**config.mk**
```make
export PLATFORM = sky130hd
export DESIGN_NAME = phase_clock_seq
export DESIGN_NICKNAME = d
export VERILOG_FILES = /design/src/rtl/phase_seq_pkg.sv /design/src/rtl/seq_ctrl.sv /design/src/rtl/seq_datapath.sv /design/src/rtl/phase_clock_seq.sv
export SDC_FILE = /design/constraint.sdc
export NUM_CORES = 1
export LEC_CHECK = 0
export BUFFER_PORTS_ARGS = -buffer_cell sky130_fd_sc_hd__buf_4
export CORE_MARGIN = 8
export CORE_UTILIZATION = 53
export CTS_BUF_LIST = sky130_fd_sc_hd__clkbuf_4 sky130_fd_sc_hd__clkbuf_8 sky130_fd_sc_hd__clkbuf_16
export DETAILED_ROUTE_END_ITERATION = 12
export GPL_TIMING_DRIVEN = 1
export PLACE_DENSITY = 0.89
export SLEW_MARGIN = 20
export SYNTH_ARGS = -nofsm -noshare
export SYNTH_HDL_FRONTEND = slang
export SYNTH_HIERARCHICAL = 1
export SYNTH_SLANG_ARGS = --single-unit
```
**constraint.sdc**
```tcl
create_clock -name clk -period 2.1 [get_ports clk]
set_input_delay 0.105 -clock clk [delete_from_list [all_inputs] [get_ports clk]]
set_output_delay 0.105 -clock clk [all_outputs]
set_load 0.005 [all_outputs]
```
**src/rtl/phase_seq_pkg.sv**
```systemverilog
package phase_seq_pkg;

  // Index 0 is phase one, index 1 is phase three.
  typedef struct packed {
    logic [1:0] act;
    logic [1:0] clr;
    logic [1:0] load;
  } strobe_t;

endpackage

```
**src/rtl/seq_ctrl.sv**
```systemverilog
module seq_ctrl
  import phase_seq_pkg::*;
#(
  parameter int PHASE_TICKS = 6
) (
  input  logic    clk,
  input  logic    rstN,
  input  logic    runReq,
  input  logic    stopReq,
  input  logic    stepReq,
  output strobe_t strobes,
  output logic    busy
);

  localparam int TW = (PHASE_TICKS > 2) ? $clog2(PHASE_TICKS) : 2;
  localparam logic [TW-1:0] LAST_TICK = TW'(PHASE_TICKS - 1);
  localparam logic [TW-1:0] LAST_CLR  = TW'(PHASE_TICKS - 2);

  logic          active;
  logic          runMode;
  logic          stepPrev;
  logic [1:0]    phase;
  logic [TW-1:0] tick;

  logic stepEdge;
  logic lastTick;
  logic endCycle;
  logic runNext;
  logic startReq;

  assign stepEdge = stepReq && !stepPrev;
  assign lastTick = (tick == LAST_TICK);
  assign endCycle = active && lastTick && (phase == 2'd3);
  assign runNext  = stopReq ? 1'b0 : (runReq ? 1'b1 : runMode);
  assign startReq = (runReq && !stopReq) || stepEdge;

  always_ff @(posedge clk or negedge rstN) begin
    if (!rstN) begin
      stepPrev <= 1'b0;
      runMode  <= 1'b0;
      active   <= 1'b0;
      phase    <= 2'd0;
      tick     <= '0;
    end else begin
      stepPrev <= stepReq;
      runMode  <= runNext;
      if (!active) begin
        if (startReq) begin
          active <= 1'b1;
          phase  <= 2'd0;
          tick   <= '0;
        end
      end else if (lastTick) begin
        tick  <= '0;
        phase <= phase + 2'd1;
        if (endCycle && !runNext) begin
          active <= 1'b0;
        end
      end else begin
        tick <= tick + TW'(1);
      end
    end
  end

  for (genvar i = 0; i < 2; i++) begin : g_strobe
    localparam logic [1:0] MY_PHASE = 2'(2 * i);
    logic inPhase;
    assign inPhase           = active && (phase == MY_PHASE);
    assign strobes.act[i]    = inPhase;
    assign strobes.clr[i]    = inPhase && (tick != '0) && (tick <= LAST_CLR);
    assign strobes.load[i]   = inPhase && lastTick;
  end

  assign busy = active;

endmodule

```
**src/rtl/seq_datapath.sv**
```systemverilog
module seq_datapath
  import phase_seq_pkg::*;
#(
  parameter int DATA_W = 8
) (
  input  logic              clk,
  input  logic              rstN,
  input  strobe_t           strobes,
  input  logic [DATA_W-1:0] incValue,
  output logic [DATA_W-1:0] regD,
  output logic [DATA_W-1:0] latchA
);

  logic [DATA_W-1:0] sumOut;

  assign sumOut = latchA + incValue;

  always_ff @(posedge clk or negedge rstN) begin
    if (!rstN) begin
      regD   <= '0;
      latchA <= '0;
    end else begin
      if (strobes.load[0]) regD   <= sumOut;
      if (strobes.load[1]) latchA <= regD;
    end
  end

endmodule

```
**src/rtl/phase_clock_seq.sv**
```systemverilog
module phase_clock_seq
  import phase_seq_pkg::*;
#(
  parameter int PHASE_TICKS = 6,
  parameter int DATA_W      = 8
) (
  input  logic              clk,
  input  logic              rstN,
  input  logic              runReq,
  input  logic              stopReq,
  input  logic              stepReq,
  input  logic [DATA_W-1:0] incValue,
  output logic              ph1Clr,
  output logic              ph1Act,
  output logic              ph3Clr,
  output logic              ph3Act,
  output logic              busy,
  output logic [DATA_W-1:0] regD,
  output logic [DATA_W-1:0] latchA
);

  strobe_t strobes;

  seq_ctrl #(.PHASE_TICKS(PHASE_TICKS)) u_ctrl (
    .clk     (clk),
    .rstN    (rstN),
    .runReq  (runReq),
    .stopReq (stopReq),
    .stepReq (stepReq),
    .strobes (strobes),
    .busy    (busy)
  );

  seq_datapath #(.DATA_W(DATA_W)) u_dp (
    .clk      (clk),
    .rstN     (rstN),
    .strobes  (strobes),
    .incValue (incValue),
    .regD     (regD),
    .latchA   (latchA)
  );

  assign ph1Act = strobes.act[0];
  assign ph1Clr = strobes.clr[0];
  assign ph3Act = strobes.act[1];
  assign ph3Clr = strobes.clr[1];

endmodule

```
==> impl_results.md, run 1 <==
- Outcome: finished clean
- FF-to-FF Start: u_dp/latchA[0]
- Multi-input logic area: 735.7 sq um
- Hold Path Class: in -> reg
- Post-synth top area share: 0.4240
- Tightest Pin Transition: 0.4549 ns
- Syn. warnings: 6
- Synth async-reset ratio: 1.000
- Slew Limit Fails: 0
- Crit path launch: u_dp/latchA[0]
- Relative slew slack: 0.6968
- Post-Place Setup Slack: 0.2010 ns
- Power per cell area: 1325 nW/um^2
- Distinct cell type count after synthesis: 43
- Critical path type: reg -> reg
- Clk_lat worst skew: 0.31 ns
- Die Y: 67.70 um
- Data arrival time of the critical path: 2.20 ns
- Pre-antenna DRT Iters: 4
- Vias in the first global route: 1273
- Antenna Violating Nets Remaining: 0
- CTS tree: yes
- Post-route clock period utilization: 0.9295
- I/O pins: 34
- Largest net degree at the start of global routing: 25
- Synth area leader: dfrtp_1
- Cts hold-fix bufs: 3
- Cells along the critical path: ha_1 > inv_1 > fa_1 > and2b_1 > o31ai_2 > a2111o_1 > o211ai_2
- Crit-path max FO: 3
- CTS Sinks: 24
- Most common cell after layout, fill and taps aside: buf_4
- Final WL: 3335 um
- Initial antenna violation count: 0
- Clock network power share: 0.142
- Min Tclk post-route: 1.952 ns
- Post-Syn Nets: 158
- Remaining Overflow, GRT: 0
- Register area: 600.6 sq um
- Sequential Power Share: 0.356
- Tot Pwr: 2.323 mW
- Setup_tns: 0 ns
- Share of cells above drive strength 1: 0.2959
- Clk buf depth: 2
- Initial DRC Count: 55
- Avg Synthesized Cell Area: 10.57 sq um
- Syn Std Cell Area: 1416 sq um
- Switching Share: 0.3648
- Routability Congestion: 0.8702
- Commonest non-fill, non-tap cells in the layout: buf_4 (34), dfrtp_1 (24), inv_1 (11)
- Pint: 1.475 mW
- Cts repair resizes: 0
- Max incr delay on CP: 0.43 ns
- Synth Register Bits: 24
- Register clock-pin slew on the reported worst setup and hold paths: 0.13 ns
- Gate power share: 0.503
- First-pass GRT wire length: 5692 um
- H-tree Lvls: 1
- EDFF count, synth: 0
- Final-stage net count: 194
- Fmax: 0.5123 GHz
- Worst VDD drop: 0.9660 mV
- Wirelength per Cell: 16.76 um
- Die X: 67.70 um
- Site Rows: 18
- Cts bufs inserted: 3
- Buf/Inv on CP: 1
- # fillers: 172
- Hold Fails Final Rpt: 0
- Initial core utilization: 0.5666
- Register area share after synthesis: 0.4240
- Min-delay src: runReq
- Leak: 0.8542 nW
- RSZ-0062 raised after global routing: no
- CP required: 2.35 ns
- Dpl hpwl: 2417 um
- CP Launch Type: flop
- Root buffer cell: clkbuf_4
- Max Cap Viol: 0
- Psw: 847.4 uW
- DR vias: 1171
- Syn-to-layout area delta: 23.76%
- Top post-synthesis cells by area: dfrtp_1 (42%), ha_1 (8.8%), mux2_2 (7.2%), inv_1 (2.9%), and2_1 (2.7%)
- Post-CTS Setup Inserts: 0
- Cell family with most CP delay: adder cells
- Layout Skew: 0.007360 ns
- CORE AREA: 2500 sq um
- Syn Inst Count: 134
- Final setup viols: 0
- Count of input and output buffers: 33
- Critical Path Slowest Stage Cell: a2111o_1
- Die ar.: 4583 sq um
- Worst Slack Setup Final: 0.1481 ns
- Top FF cell, synth: dfrtp_1
- DRC viols: 0
- Crit end category: flop
- Total Routing Usage GR: 0.1596
- Ant. Diodes: 0
- Vias per inst: 5.884
[worst register-to-register path: cells and delay by family (launching register included)]
kind	cells	cell delay, ns
fa+ha+maj	2	0.61
compound gates	3	0.58
flops	1	0.39
simple gates	1	0.24
buf+inv	1	0.07
[logic make-up (layout without fill, tap and decap cells)]
logic type / after synthesis / count (layout) / share of synthesized area
simple gates: 37 / 37 / 0.1475
buf+inv: 17 / 52 / 0.05653
compound gates: 33 / 33 / 0.1793
mux: 9 / 9 / 0.07156
xor+xnor: 3 / 3 / 0.01855
flops: 24 / 24 / 0.4240
fa+ha+maj: 11 / 11 / 0.1025
[power by group through the flow]
stage,combinational (mW),clock (mW),sequential [mW]
3_3_place_gp,1.11,0,0.815
2_1_floorplan,0.725,0,0.808
5_1_grt,1.28,0.364,0.854
4_1_cts,1.17,0.342,0.825
3_5_place_dp,1.16,0,0.829
6_report,1.17,0.329,0.826
[flip-flops by register name (all words and copies together) (netlist names)]
register and cells:
u_ctrl/busy 1, u_ctrl/phase 2, u_ctrl/runMode 1, u_ctrl/stepPrev 1
u_ctrl/tick 3, u_dp/latchA 8, u_dp/regD 8
[cell type report]
type,instances,area share
inverters,11,0.02355
flip-flops and latches,24,0.3426
well taps,30,0.02141
clock inverters,1,0.01713
multi-input cells,93,0.4197
repair buffers,37,0.1627
clock buffers,3,0.01285
[Yosys cell counts, types with 2 or more instances]
master,number
a211oi_1,3
a21o_1,3
a21oi_1,3
and2_1,6
and3b_1,2
buf_4,2
clkbuf_1,2
dfrtp_1,24
ha_1,10
inv_1,11
mux2_2,9
nand2_1,7
nand2b_1,4
nand3_1,2
nor2_1,4
nor2b_1,2
nor3_1,3
nor4_1,3
o211ai_1,2
o21a_1,3
o21ai_0,3
o21ai_1,2
o2bb2ai_1,2
o31ai_1,2
xnor2_1,2
[final timing paths]
path / to / slack, ns / cells after the start
worst max-delay path: u_dp/regD[6] / 0.15 / 7
worst min-delay path: u_ctrl/runMode / 0.05 / 3
worst max register to register: u_dp/regD[6] / 0.15 / 7
worst min register to register: u_ctrl/runMode / 0.54 / 2
max in group asynchronous: u_dp/latchA[1] / 1.65 / 2
min in group asynchronous: u_dp/regD[6] / 0.21 / 2
[per-stage QoR]
step / hold slack [ns] / std cells / utilization / cell area, sq um
2_1_floorplan: -0.1906 / 134 / - / 1416
3_3_place_gp: 0.01677 / 192 / 0.6682 / 1670
3_5_place_dp: 0.02239 / 192 / 0.6682 / 1670
4_1_cts: 0.04735 / 199 / 0.7012 / 1753
5_1_grt: 0.02918 / 199 / 0.7012 / 1753
6_report: 0.05214 / 199 / 0.7012 / 1753
[routing by layer]
layer  vias up  GRT usage  share of wire
li1        550          -              -
met1       573     0.1698           0.41
met2        40     0.2840           0.51
met3         8    0.04470          0.068
met4         0    0.07572          0.018
met5         -          0              0
(Power assumes the default switching activity.)
==> inputs of run 2 (changes only) <==
Settings changed: CORE_UTILIZATION 53 to 57, PLACE_DENSITY 0.89 to 0.94.
Clock period 2.1 ns to 2.5 ns, I/O delays scaled along.
==> impl_results.md, run 2 (synthesized netlist as in run 1, its figures left out) <==
- Remaining Overflow, GRT: 0 (unchanged)
- Crit end category: flop (unchanged)
- Crit path launch: u_ctrl/tick[1] (was u_dp/latchA[0])
- R2R cell count: 6 (was 7)
- Hold Path End: u_ctrl/runMode (unchanged)
- Routability Congestion: 0.8436 (was 0.8702)
- Layout Skew: 0.002928 ns (was 0.007360 ns)
- # fillers: 177 (was 172)
- Cts hold-fix bufs: 3 (unchanged)
- DR vias: 1164 (was 1171)
- Critical path type: reg -> reg (unchanged)
- Hold Fails Final Rpt: 0 (unchanged)
- Hold Path Class: in -> reg (unchanged)
- Initial antenna violation count: 0 (unchanged)
- Crit-path max FO: 12 (was 3)
- Relative slew slack: 0.7076 (was 0.6968)
- CTS Sinks: 24 (unchanged)
- RSZ-0062 raised after global routing: no (unchanged)
- Outcome: finished clean (unchanged)
- Initial DRC Count: 46 (was 55)
- Die ar.: 4336 sq um (was 4583 sq um)
- Dpl hpwl: 2559 um (was 2417 um)
- R2R Path End: u_dp/regD[7] (was u_dp/regD[6])
- FF-to-FF Start: u_ctrl/tick[1] (was u_dp/latchA[0])
- Tot Pwr: 1.953 mW (was 2.323 mW)
- Final core utilization: 0.7243 (was 0.7012)
- Share of cells above drive strength 1: 0.2917 (was 0.2959)
- DRC viols: 0 (unchanged)
- R2R setup slack: 0.30 ns (was 0.15 ns)
- CORE AREA: 2410 sq um (was 2500 sq um)
- DP Area: 1663 sq um (was 1670 sq um)
- Fmax: 0.4539 GHz (was 0.5123 GHz)
- I/O pins: 34 (unchanged)
- Final Cell Area: 1745 sq um (was 1753 sq um)
- Final-stage net count: 193 (was 194)
- Pre-antenna DRT Iters: 4 (unchanged)
- Min Tclk post-route: 2.203 ns (was 1.952 ns)
- Vias per inst: 5.879 (was 5.884)
- Final WL: 3320 um (was 3335 um)
- Cts repair resizes: 0 (unchanged)
- Worst VDD drop: 0.7190 mV (was 0.9660 mV)
- Antenna Violating Nets Remaining: 0 (unchanged)
- Wirelength per Cell: 16.77 um (was 16.76 um)
- Ant. Diodes: 0 (unchanged)
- Count of input and output buffers: 33 (unchanged)
- Register area: 600.6 sq um (unchanged)
- Commonest non-fill, non-tap cells in the layout: buf_4 (33), dfrtp_1 (24), inv_1 (11) (was buf_4 (34), dfrtp_1 (24), inv_1 (11))
- Data arrival time of the critical path: 2.46 ns (was 2.20 ns)
- Clk_lat worst skew: 0.31 ns (about the same)
- Cts bufs inserted: 3 (unchanged)
- H-tree Lvls: 1 (unchanged)
- Max Cap Viol: 0 (unchanged)
- Site Rows: 18 (unchanged)
- Slew Limit Fails: 0 (unchanged)
- Multi-input logic area: 735.7 sq um (unchanged)
- Root buffer cell: clkbuf_4 (unchanged)
- Die X: 65.85 um (was 67.70 um)
- First-pass GRT wire length: 5616 um (was 5692 um)
- CP required: 2.76 ns (was 2.35 ns)
- Die Y: 65.85 um (was 67.70 um)
- Post-CTS Setup Inserts: 0 (unchanged)
- CTS tree: yes (unchanged)
- Min-delay src: runReq (unchanged)
- Initial core utilization: 0.5877 (was 0.5666)
- Register clock-pin slew on the reported worst setup and hold paths: 0.14 ns (was 0.13 ns)
- Hold slack: 0.08579 ns (was 0.05214 ns)
- Largest net degree at the start of global routing: 25 (unchanged)
- Top flop regs: u_dp/latchA: 8 flops, u_dp/regD: 8 flops, u_ctrl/tick: 3 flops (unchanged)
- Worst Hold Depth: 3 (unchanged)
- Leak: 0.8488 nW (was 0.8542 nW)
- Most common cell after layout, fill and taps aside: buf_4 (unchanged)
- Clk buf depth: 2 (unchanged)
- Total Routing Usage GR: 0.1644 (was 0.1596)
- Vias in the first global route: 1190 (was 1273)
- Post-route clock period utilization: 0.8813 (was 0.9295)
- Syn-to-layout area delta: 23.23% (was 23.76%)
- Power per cell area: 1119 nW/um^2 (was 1325 nW/um^2)
- CP Launch Type: flop (unchanged)
- Final setup viols: 0 (unchanged)
- Setup_tns: 0 ns (unchanged)
- Tightest Pin Transition: 0.4386 ns (was 0.4549 ns)
==> run 2: through the flow <==
step	std cells	worst slack [ns]
floorplan	134	0.6629
global placement	191	0.4958
detailed placement	191	0.3490
CTS	198	0.3242
global route	198	0.02993
finish	198	0.2968
==> run 2: cell type report <==
cell class / count / area share
inverter: 11 / 0.02366
multi-input combinational: 93 / 0.4215
tap: 30 / 0.02151
clock inverter: 1 / 0.01720
sequential: 24 / 0.3441
clock buffer: 3 / 0.01290
timing repair buffer: 36 / 0.1591
==> run 2: where the power goes <==
group	internal [mW]	switching (mW)	total [mW]
Clock	0.162	0.120	0.282
Combinational	0.525	0.449	0.975
Sequential	0.549	0.148	0.696
Total	1.24	0.717	1.95
==> run 2: per-layer routing <==
layer / vias up / track usage / part of all wire
li1: 551 / - / -
met1: 550 / 0.1833 / 0.41
met4: 0 / 0.07629 / 0.017
met2: 55 / 0.2862 / 0.50
met5: - / 0 / 0
met3: 8 / 0.04068 / 0.072
==> run 2: worst max path at each step <==
stage | end | depth (start not counted)
6_report | u_dp/regD[7] | 6
5_1_grt | u_dp/regD[7] | 6
4_1_cts | u_dp/regD[7] | 6
3_5_place_dp | u_dp/regD[7] | 6
3_3_place_gp | u_dp/regD[6] | 5
2_1_floorplan | u_dp/regD[6] | 7
==> run 2: worst max-delay path, stage by stage (launching register included) <==
cell and delay (ns):
dfrtp_1 0.45, and4b_1 0.39, and2_1 0.44, inv_1 0.30
nor4_1 0.38, a41oi_1 0.08, nand3b_1 0.11
